<file path="config.mk">
export PLATFORM = sky130hd
export DESIGN_NAME = band_compressor
export DESIGN_NICKNAME = d
export VERILOG_FILES = /design/src/rtl/drc_pkg.sv /design/src/rtl/drc_envelope.sv /design/src/rtl/drc_log2.sv /design/src/rtl/drc_curve.sv /design/src/rtl/drc_apply.sv /design/src/rtl/band_compressor.sv
export SDC_FILE = /design/constraint.sdc
export NUM_CORES = 1
export LEC_CHECK = 0
export CORE_AREA = 2 2 175 246
export DETAILED_ROUTE_END_ITERATION = 6
export DIE_AREA = 0 0 177 248
export DONT_BUFFER_PORTS = 1
export PLACE_DENSITY = 0.7
export SKIP_CTS_REPAIR_TIMING = 1
export SYNTH_ARGS = -nofsm -noshare
export SYNTH_HDL_FRONTEND = slang
export SYNTH_SLANG_ARGS = --single-unit
export TNS_END_PERCENT = 50
</file>
<file path="constraint.sdc">
create_clock -name clk -period 43.8 [get_ports clk]
set_input_delay 4.38 -clock clk [delete_from_list [all_inputs] [get_ports clk]]
set_output_delay 4.38 -clock clk [all_outputs]
set_load 0.1 [all_outputs]
</file>
<file path="src/rtl/drc_pkg.sv">
package drc_pkg;

    localparam int DW    = 16;   // sample width
    localparam int LVLW  = 8;    // log level width (4.4)
    localparam int FRACB = 4;    // fractional bits of a level
    localparam int RATW  = 6;    // ratio field, quarter steps
    localparam int SHW   = 4;    // attack / release shift width
    localparam int GW    = LVLW + 2;          // signed log gain width
    localparam int MANTW = 9;                 // linear mantissa width
    localparam int PRODW = DW + MANTW + 1;    // sample * mantissa
    localparam int SLW   = 8;                 // slope width
    localparam int RMIN  = 4;
    localparam int RMAX  = 32;
    localparam logic signed [DW-1:0] SMAX = {1'b0, {(DW-1){1'b1}}};
    localparam logic signed [DW-1:0] SMIN = {1'b1, {(DW-1){1'b0}}};

    typedef logic signed [DW-1:0] sample_t;
    typedef logic        [DW-1:0] mag_t;
    typedef logic        [LVLW-1:0] level_t;
    typedef logic signed [GW-1:0] lgain_t;

    typedef struct packed {
        level_t                  thresh;
        logic [RATW-1:0]         ratio;
        logic [SHW-1:0]          attack;
        logic [SHW-1:0]          release_sh;
        logic signed [LVLW-1:0]  makeup;
    } drc_cfg_t;

    typedef enum logic [2:0] {
        PH_IDLE,
        PH_ENV,
        PH_LOG,
        PH_GAIN,
        PH_APPLY,
        PH_HOLD
    } phase_e;

    // round(16*log2(1+m/16))
    function automatic logic [FRACB-1:0] log_frac(input logic [FRACB-1:0] m);
        case (m)
            4'd0:  return 4'd0;
            4'd1:  return 4'd1;
            4'd2:  return 4'd3;
            4'd3:  return 4'd4;
            4'd4:  return 4'd5;
            4'd5:  return 4'd6;
            4'd6:  return 4'd7;
            4'd7:  return 4'd8;
            4'd8:  return 4'd9;
            4'd9:  return 4'd10;
            4'd10: return 4'd11;
            4'd11: return 4'd12;
            4'd12: return 4'd13;
            4'd13: return 4'd14;
            default: return 4'd15;
        endcase
    endfunction

    // round(256*2^(f/16))
    function automatic logic [MANTW-1:0] exp_mant(input logic [FRACB-1:0] f);
        case (f)
            4'd0:  return 9'd256;
            4'd1:  return 9'd267;
            4'd2:  return 9'd279;
            4'd3:  return 9'd292;
            4'd4:  return 9'd304;
            4'd5:  return 9'd318;
            4'd6:  return 9'd332;
            4'd7:  return 9'd347;
            4'd8:  return 9'd362;
            4'd9:  return 9'd378;
            4'd10: return 9'd395;
            4'd11: return 9'd412;
            4'd12: return 9'd431;
            4'd13: return 9'd450;
            4'd14: return 9'd470;
            default: return 9'd490;
        endcase
    endfunction

    function automatic sample_t sat_sample(input logic signed [PRODW-1:0] v);
        if (v > PRODW'(SMAX))
            return SMAX;
        else if (v < PRODW'(SMIN))
            return SMIN;
        else
            return DW'(v);
    endfunction

endpackage

</file>
<file path="src/rtl/drc_envelope.sv">
module drc_envelope
    import drc_pkg::*;
(
    input  logic             clk,
    input  logic             rst,
    input  logic             upd,
    input  sample_t          x,
    input  logic [SHW-1:0]   attack,
    input  logic [SHW-1:0]   release_sh,
    output mag_t             env
);

    mag_t mag;
    mag_t diff;
    mag_t step;
    mag_t env_nxt;
    logic rising;

    always_comb begin
        if (x == SMIN)
            mag = mag_t'(SMAX);
        else if (x[DW-1])
            mag = mag_t'(-x);
        else
            mag = mag_t'(x);
    end

    always_comb begin
        rising = (mag > env);
        if (rising) begin
            diff    = mag - env;
            step    = diff >> attack;
            env_nxt = env + step;
        end else begin
            diff    = env - mag;
            step    = diff >> release_sh;
            env_nxt = env - step;
        end
    end

    always_ff @(posedge clk) begin
        if (rst)
            env <= '0;
        else if (upd)
            env <= env_nxt;
    end


    attack_bound_chk: assert property (@(posedge clk) disable iff (rst)
        (upd && mag > env) |=> (env <= $past(mag) && env >= $past(env)));


    release_bound_chk: assert property (@(posedge clk) disable iff (rst)
        (upd && mag <= env) |=> (env >= $past(mag) && env <= $past(env)));


    env_cap_chk: assert property (@(posedge clk) disable iff (rst)
        env <= mag_t'(SMAX));

endmodule

</file>
<file path="src/rtl/drc_log2.sv">
module drc_log2
    import drc_pkg::*;
(
    input  mag_t   env,
    output level_t level
);

    logic [3:0]       pos;
    logic [FRACB-1:0] mbits;

    always_comb begin
        pos = '0;
        for (int i = 0; i < DW; i++) begin
            if (env[i])
                pos = 4'(i);
        end
    end

    always_comb begin
        if (pos >= 4'(FRACB))
            mbits = FRACB'(env >> (pos - 4'(FRACB)));
        else
            mbits = FRACB'(env << (4'(FRACB) - pos));
    end

    always_comb begin
        if (env == '0)
            level = '0;
        else
            level = {pos, log_frac(mbits)};
    end

endmodule

</file>
<file path="src/rtl/drc_curve.sv">
module drc_curve
    import drc_pkg::*;
(
    input  level_t                 level,
    input  level_t                 thresh,
    input  logic [RATW-1:0]        ratio,
    input  logic signed [LVLW-1:0] makeup,
    output lgain_t                 gain
);

    logic [RATW-1:0]       q;
    logic [RATW+SLW-1:0]   num;
    logic [SLW-1:0]        slope;
    level_t                over;
    logic [LVLW+SLW-1:0]   prod;
    level_t                red;

    always_comb begin
        if (ratio < RATW'(RMIN))
            q = RATW'(RMIN);
        else if (ratio > RATW'(RMAX))
            q = RATW'(RMAX);
        else
            q = ratio;
        num   = (RATW+SLW)'(q - RATW'(RMIN)) << SLW;
        slope = SLW'(num / (RATW+SLW)'(q));
    end

    always_comb begin
        over = (level > thresh) ? (level - thresh) : '0;
        prod = (LVLW+SLW)'(over) * (LVLW+SLW)'(slope);
        red  = LVLW'(prod >> SLW);
        gain = {{(GW-LVLW){makeup[LVLW-1]}}, makeup} - lgain_t'({2'b00, red});
    end

endmodule

</file>
<file path="src/rtl/drc_apply.sv">
module drc_apply
    import drc_pkg::*;
(
    input  sample_t x,
    input  lgain_t  gain,
    output sample_t y
);

    logic signed [GW-FRACB-1:0] gi;
    logic [MANTW-1:0]           mant;
    logic signed [PRODW-1:0]    prod;
    logic signed [PRODW-1:0]    scaled;
    logic [4:0]                 sh;

    always_comb begin
        gi     = gain[GW-1:FRACB];
        mant   = exp_mant(gain[FRACB-1:0]);
        prod   = PRODW'(x) * $signed({1'b0, mant});
        sh     = 5'(6'sd8 - 6'(gi));
        scaled = prod >>> sh;
        y      = sat_sample(scaled);
    end

endmodule

</file>
<file path="src/rtl/band_compressor.sv">
module band_compressor
    import drc_pkg::*;
(
    input  logic        clk,
    input  logic        rst,
    input  logic        in_valid,
    output logic        in_ready,
    input  logic [15:0] in_data,
    output logic        out_valid,
    input  logic        out_ready,
    output logic [15:0] out_data,
    input  logic [7:0]  cfg_thresh,
    input  logic [5:0]  cfg_ratio,
    input  logic [3:0]  cfg_attack,
    input  logic [3:0]  cfg_release,
    input  logic [7:0]  cfg_makeup
);

    phase_e   phase;
    sample_t  x_r;
    drc_cfg_t cfg_r;
    level_t   level_r;
    lgain_t   gain_r;
    mag_t     env;
    level_t   level_c;
    lgain_t   gain_c;
    sample_t  y_c;
    logic     accept;

    assign in_ready = (phase == PH_IDLE);
    assign accept   = in_valid && in_ready;

    drc_envelope env_i (
        .clk        (clk),
        .rst        (rst),
        .upd        (phase == PH_ENV),
        .x          (x_r),
        .attack     (cfg_r.attack),
        .release_sh (cfg_r.release_sh),
        .env        (env)
    );

    drc_log2 log_i (
        .env   (env),
        .level (level_c)
    );

    drc_curve curve_i (
        .level  (level_r),
        .thresh (cfg_r.thresh),
        .ratio  (cfg_r.ratio),
        .makeup (cfg_r.makeup),
        .gain   (gain_c)
    );

    drc_apply apply_i (
        .x    (x_r),
        .gain (gain_r),
        .y    (y_c)
    );

    always_ff @(posedge clk) begin
        if (rst) begin
            phase     <= PH_IDLE;
            x_r       <= '0;
            cfg_r     <= '0;
            level_r   <= '0;
            gain_r    <= '0;
            out_valid <= 1'b0;
            out_data  <= '0;
        end else begin
            case (phase)
                PH_IDLE: begin
                    if (accept) begin
                        x_r              <= sample_t'(in_data);
                        cfg_r.thresh     <= cfg_thresh;
                        cfg_r.ratio      <= cfg_ratio;
                        cfg_r.attack     <= cfg_attack;
                        cfg_r.release_sh <= cfg_release;
                        cfg_r.makeup     <= cfg_makeup;
                        phase            <= PH_ENV;
                    end
                end
                PH_ENV:  phase <= PH_LOG;
                PH_LOG: begin
                    level_r <= level_c;
                    phase   <= PH_GAIN;
                end
                PH_GAIN: begin
                    gain_r <= gain_c;
                    phase  <= PH_APPLY;
                end
                PH_APPLY: begin
                    out_data  <= y_c;
                    out_valid <= 1'b1;
                    phase     <= PH_HOLD;
                end
                PH_HOLD: begin
                    if (out_ready) begin
                        out_valid <= 1'b0;
                        phase     <= PH_IDLE;
                    end
                end
                default: phase <= PH_IDLE;
            endcase
        end
    end


    hold_stable_chk: assert property (@(posedge clk) disable iff (rst)
        (out_valid && !out_ready) |=> (out_valid && $stable(out_data)));


    latency_chk: assert property (@(posedge clk) disable iff (rst)
        accept |=> ##4 out_valid);


    busy_chk: assert property (@(posedge clk) disable iff (rst)
        out_valid |-> !in_ready);


    knee_chk: assert property (@(posedge clk) disable iff (rst)
        (phase == PH_APPLY && level_r <= cfg_r.thresh) |->
        (gain_r == {{(GW-LVLW){cfg_r.makeup[LVLW-1]}}, cfg_r.makeup}));

endmodule

</file>
# == Word-level counts from Yosys, hierarchy flattened ==
# Memory sizes are Yosys's and may differ from the RTL's. A register that Yosys moved wholly into a read port is not among the register bits.
# Index checks and enable logic that the tools add are counted.
# Widths: inputs -> output; s select.
# op_classes
muxes,32
n_mul,2
eq_ne,8
add_sub_neg,11
shifts,5
n_reduce_logical,7
order_cmp,7
n_div,1
# ops
op,count
$mux 16,5
$sub 16x16->16,3
$mux 4,11
$shr 16x4->16,2
$gt 26x16->1 const B,1
$lt 26x16->1 const B,1
$mul 16x10->26,1
$sshr 26x5->26,1
$mux 3,6
$pmux 3 s6,1
$add 16x16->16,1
$eq 16x16->1 const B,1
$gt 16x16->1,1
$logic_not 16->1,1
$mul 8x8->16,1
$mux 8,2
$neg 16->16,1
$shl 16x4->4,1
$shr 16x4->4,1
$div 14x6->14,1
$mux 6,2
$sub 8x9->9,1
$gt 8x8->1,1
$sub 8x8->8,1
other kinds (19),25
# totals
out_inout_bits,18
memories,2
input_bits,50
regBits,99
elab_cells,87
rom_bits,192
# memory_table
memory,words,word_bits,read_ports,rd_clocked_by_memory_dff,wr,line,text
(name not given),16,8,1,1,0,drc_pkg.sv:62,case (f)
(name not given),16,4,1,0,0,drc_pkg.sv:41,case (m)

# == Longest topological paths before layout ==
# An unclocked memory read counts as a cell.
# logic_depth
ltp_word,20
depth_mapped,166
depth_no_buf,155

# == Modules after synthesis ==
# Synthesis repeated with hierarchy kept, for this count alone.
# hier_totals
cells_unflattened,3343
area_unflattened_um2,24948.9
# by_module_without_submodules
mod,area_per_inst_um2,seq_area_each_um2,n_inst,cells_per_inst
drc_apply,7935.1,0.0,1,1021
drc_curve,7453.4,0.0,1,1011
drc_envelope,5425.2,320.3,1,778
band_compressor,3012.9,1681.6,1,373
drc_log2,1122.3,0.0,1,160

# == Worst setup path after synthesis ==
# No wires, ideal clock.
# synth_path
path_type,register -> register
startpoint,"register, netlist name cfg_r[20]"
endpoint,"register, netlist name apply_i.mant[2]"
path_stages_with_launch,156
t_required_ns,43.666
setup_ns,0.134
slack_ns,12.138
period_less_slack_ns,31.662
arrival_time_ns,31.528
n_path_buf,13
path_cell_list,dfxtp_1 > buf_2 > or3_1 > and2_1 > clkbuf_1 > inv_1 > clkbuf_1 > buf_1 > ha_1 > buf_6 > nand2b_1 > a21boi_0 > a21oi_1 > nand2b_1 > ha_1 > a21oi_1 > nor2_1 > or3b_2 > [120 not listed] > o21a_4 > nor2_1 > fa_1 > inv_1 > fa_1 > fa_1 > inv_1 > ha_1 > nand4_1 > or4_1 > o31a_1 > o21ai_1 > xor2_1 > fa_1 > a211oi_1 > inv_1 > ha_1 > mux4_2
# synth_between
elab_chain_cells,9
elab_cells_between_ends,10
cone_classes,add/sub (2); mul (1); div (1); order compare (2); mux (4)
# synth_lines
item,line,text
$gt 6x6->1,drc_curve.sv:21,else if (ratio > RATW'(RMAX))
$mux 6,drc_curve.sv:21,
$mux 6 (*),drc_curve.sv:19,if (ratio < RATW'(RMIN))
$sub 6x3->6,drc_curve.sv:25,num = (RATW+SLW)'(q - RATW'(RMIN)) << SLW;
$div 14x6->14 (*),drc_curve.sv:26,slope = SLW'(num / (RATW+SLW)'(q));
$mul 8x8->16 (*),drc_curve.sv:31,prod = (LVLW+SLW)'(over) * (LVLW+SLW)'(slope);
$sub 8x9->9 (*),drc_curve.sv:33,"gain = {{(GW-LVLW){makeup[LVLW-1]}}, makeup} - lgain_t'({2'b00, red});"
$mux 4 (no line) (*) (2 in a row),--,
# Mark *: on every way between the ends. The rest lies on a longest branch, timed or not.
# A chain may end at the register's enable or synchronous reset.

# == Worst setup path in the final report ==
# layout_path
startpoint,"register, netlist name cfg_r[21]"
endpoint,"register, netlist name apply_i.mant[2]"
# layout_between
elab_chain_cells,9
elab_cells_between_ends,10
cone_classes,add/sub (2); mul (1); div (1); order compare (2); mux (4)
# layout_lines
item,line
$gt 6x6->1,drc_curve.sv:21
$mux 6,drc_curve.sv:21
$mux 6 (*),drc_curve.sv:19
$sub 6x3->6,drc_curve.sv:25
$div 14x6->14 (*),drc_curve.sv:26
$mul 8x8->16 (*),drc_curve.sv:31
$sub 8x9->9 (*),drc_curve.sv:33
$mux 4 (no line) (*) (2 in a row),--
# Marked as above.

==> summary.txt <==
Length of the first detailed-routing pass in iterations = 5
Syn_nets = 3437
Core area = 41800 sq um
Row cnt = 89
Critical path launch point = cfg_r[21]$_SDFFE_PP0P_
Data arrival, critical path = 36470 ps
Synth area leader = fa_1
Max stage delay on crit path = 910 ps
Post-Route Skew = 17.8 ps
Placed Instances = 3422
GR Util met2 = 0.550
RSZ-0062 raised after global routing = false
R2R Setup Slk = 7620 ps
Pin count of the biggest net entering global routing = 100
Syn avg cell area = 7.59 sq um
Num CTS Buffers = 9
H-tree depth = 3
Drt via density = 6.17
Sequential area share after synthesis = 0.0944
Initial antenna violation count = 0
Cells after Synth = 2990
Final setup vio count = 0
Initial DRC Count = 1279
Via count = 21200
Nets = 3334
Critical path's slowest cell = a211oi_1
Critical Path End Type = flop
DRT Wirelength = 65600 microns
CTS Root Cell = clkbuf_16
Mapped Area = 22700 sq um
Worst Slack Setup Final = 7620 ps
Fin. max-slew vios = 0
DRC viols = 0
DIE HEIGHT = 248 microns
Met3 usage = 0.0326
Ranking of synthesized cells by area = fa_1 (14%), ha_1 (13%), dfxtp_1 (9.4%)
Initial Util = 0.543
Synthesis-stage register bit count = 107
CTS Sinks = 107
Final period utilization = 0.826
RR Endpoint = apply_i.mant[2]$_DFF_P_
Setup Crit Path Kind = flop to flop
Avg WL per Cell = 19.1 microns
First-pass GRT wire length = 108000 microns
Final Util = 0.559
Yosys cell types = 114
R2R cell count = 143
Top cell type's share of synthesized area = 0.143
YS warnings = 0
Clock slew at reported path FFs = 90 ps
CP Launch Type = flop
Worst r2r src = cfg_r[21]$_SDFFE_PP0P_
Share of layout cells above drive strength 1 = 0.0536
Max Cap Viol = 0
Worst Max-Slew Pin Slew = 1150 ps
Final hold vios = 0
Clk_lat worst skew = 410 ps
CTS Buffer Depth = 2
Status = complete, no violations
Total grt overflow = 0
Post-synth EDFFs = 0
Worst Hold Class = flop to flop
Setup tns final = 0 ps
Max-slew headroom = 0.233
Count leader, synth = nand2_1
Most used DFF post-synth = dfxtp_1
Critical path required time = 44090 ps
CTS tree = yes
Busiest grt layer = met2
P&R area growth vs syn = 3.00%
Die W = 177 microns
FFs w/ async S/R, synth = 0
Crit Path Max Fanout = 19
GR Layer Usage met1 = 0.360
DIE AREA = 43900 sq um
Worst Hold Path Cells = 2
Place WS = 8290 ps
Most frequent cells after synthesis = nand2_1 (391), inv_1 (288), ha_1 (235), nor2_1 (222), a21oi_1 (204)
Max Clock Freq = 0.0276 GHz
Diodes inserted = 0
Number of global-route vias before repair = 21200
Routability cong. = 0.959
Layout Cells excl Fill = 3438
IO Count = 68
Cell mode on critical path = ha_1
GRT Util Overall = 0.306
Crit path time final = 36180 ps
Setup crit end = apply_i.mant[2]$_DFF_P_
IO buf count = 0
Antenna viol nets, final = 0
DP HPWL = 52900 microns
-- state kept, by name, indices dropped and copies added (netlist names) --
| name | flops |
|---|---|
| phase | 3 |
| out_valid | 1 |
| env_i.env | 16 |
| cfg_r | 30 |
| gain_r | 9 |
| level_r | 8 |
| apply_i.mant | 8 |
| x_r | 16 |
| out_data | 16 |
-- kinds of logic after synthesis --
group | after synthesis | synth area share
fa+ha+maj | 397 | 0.273
xor+xnor | 145 | 0.0566
buf+inv | 432 | 0.0727
flops | 107 | 0.0944
mux | 121 | 0.0624
simple gates | 1052 | 0.224
other cells | 1 | 0.000165
compound gates | 735 | 0.217
-- stage by stage --
step / cell area [sq um] / hold slack, ps
final: 23400 / 459
after global routing: 23400 / 480
after CTS: 23400 / 459
after floorplan: 22700 / 432
after detailed placement: 23100 / 446
after global placement: 23100 / 443
-- worst max-delay path: cells and delay by family, from the launching register on --
family / cells / cell delay [ps]
buffers and inverters: 6 / 850
xor gates and xnor gates: 2 / 380
DFF: 1 / 650
AOI/OAI and AO/OA: 58 / 13400
and+or+nand+nor: 54 / 12380
adders and majority gates: 20 / 7240
muxes: 3 / 1080
-- layout by cell type, fill, tap and decap left out, types with 9 or more instances in the layout --
cell type	synthesis	final
and2_1	110	109
nand3_1	52	52
a21oi_1	204	204
and3_1	21	21
o21a_1	28	28
a22oi_1	13	13
fa_1	162	162
clkbuf_16	0	9
a211oi_1	47	47
nand4_1	18	18
o211ai_1	23	23
or3_1	25	25
a21boi_0	19	19
buf_4	2	22
inv_1	288	288
mux4_2	12	12
nand3b_1	13	13
a311oi_1	13	13
a211o_1	11	11
xnor2_1	78	77
nand2b_1	35	35
and4_1	9	9
xor2_1	65	64
nor3_1	59	58
nor2b_1	31	31
ha_1	235	235
mux2i_1	74	74
nand2_1	391	390
nor4_1	13	13
mux2_2	34	34
o21bai_1	10	10
o31ai_1	21	21
a21o_1	68	68
o21ai_0	144	144
dfxtp_1	107	107
a31oi_1	26	26
nor2_1	222	222
-- layer usage --
layer / up-vias / share of wire
met1: 10300 / 0.40
li1: 10100 / -
met2: 561 / 0.51
met5: - / 0
met4: 0 / 0.045
met3: 171 / 0.042
-- layout make-up --
class	count	area (sq um)
Sequential cell	107	2140
Multi-Input combinational cell	2451	18900
Clock inverter	6	65.1
Clock buffer	10	239
Timing Repair Buffer	23	193
Fill cell	4028	18400
Inverter	295	1110
Tap cell	546	683
-- worst min path at each step --
stage / startpoint / endpoint
finish: cfg_r[27]$_SDFFE_PP0P_ / cfg_r[27]$_SDFFE_PP0P_
global route: cfg_r[27]$_SDFFE_PP0P_ / cfg_r[27]$_SDFFE_PP0P_
CTS: cfg_r[27]$_SDFFE_PP0P_ / cfg_r[27]$_SDFFE_PP0P_
detailed placement: cfg_r[27]$_SDFFE_PP0P_ / cfg_r[27]$_SDFFE_PP0P_
global placement: cfg_r[29]$_SDFFE_PP0P_ / cfg_r[29]$_SDFFE_PP0P_
floorplan: cfg_r[16]$_SDFFE_PP0P_ / cfg_r[16]$_SDFFE_PP0P_
Power is not shown: default switching activity piles up to over one toggle a cycle in this logic, so the estimate is an artifact.
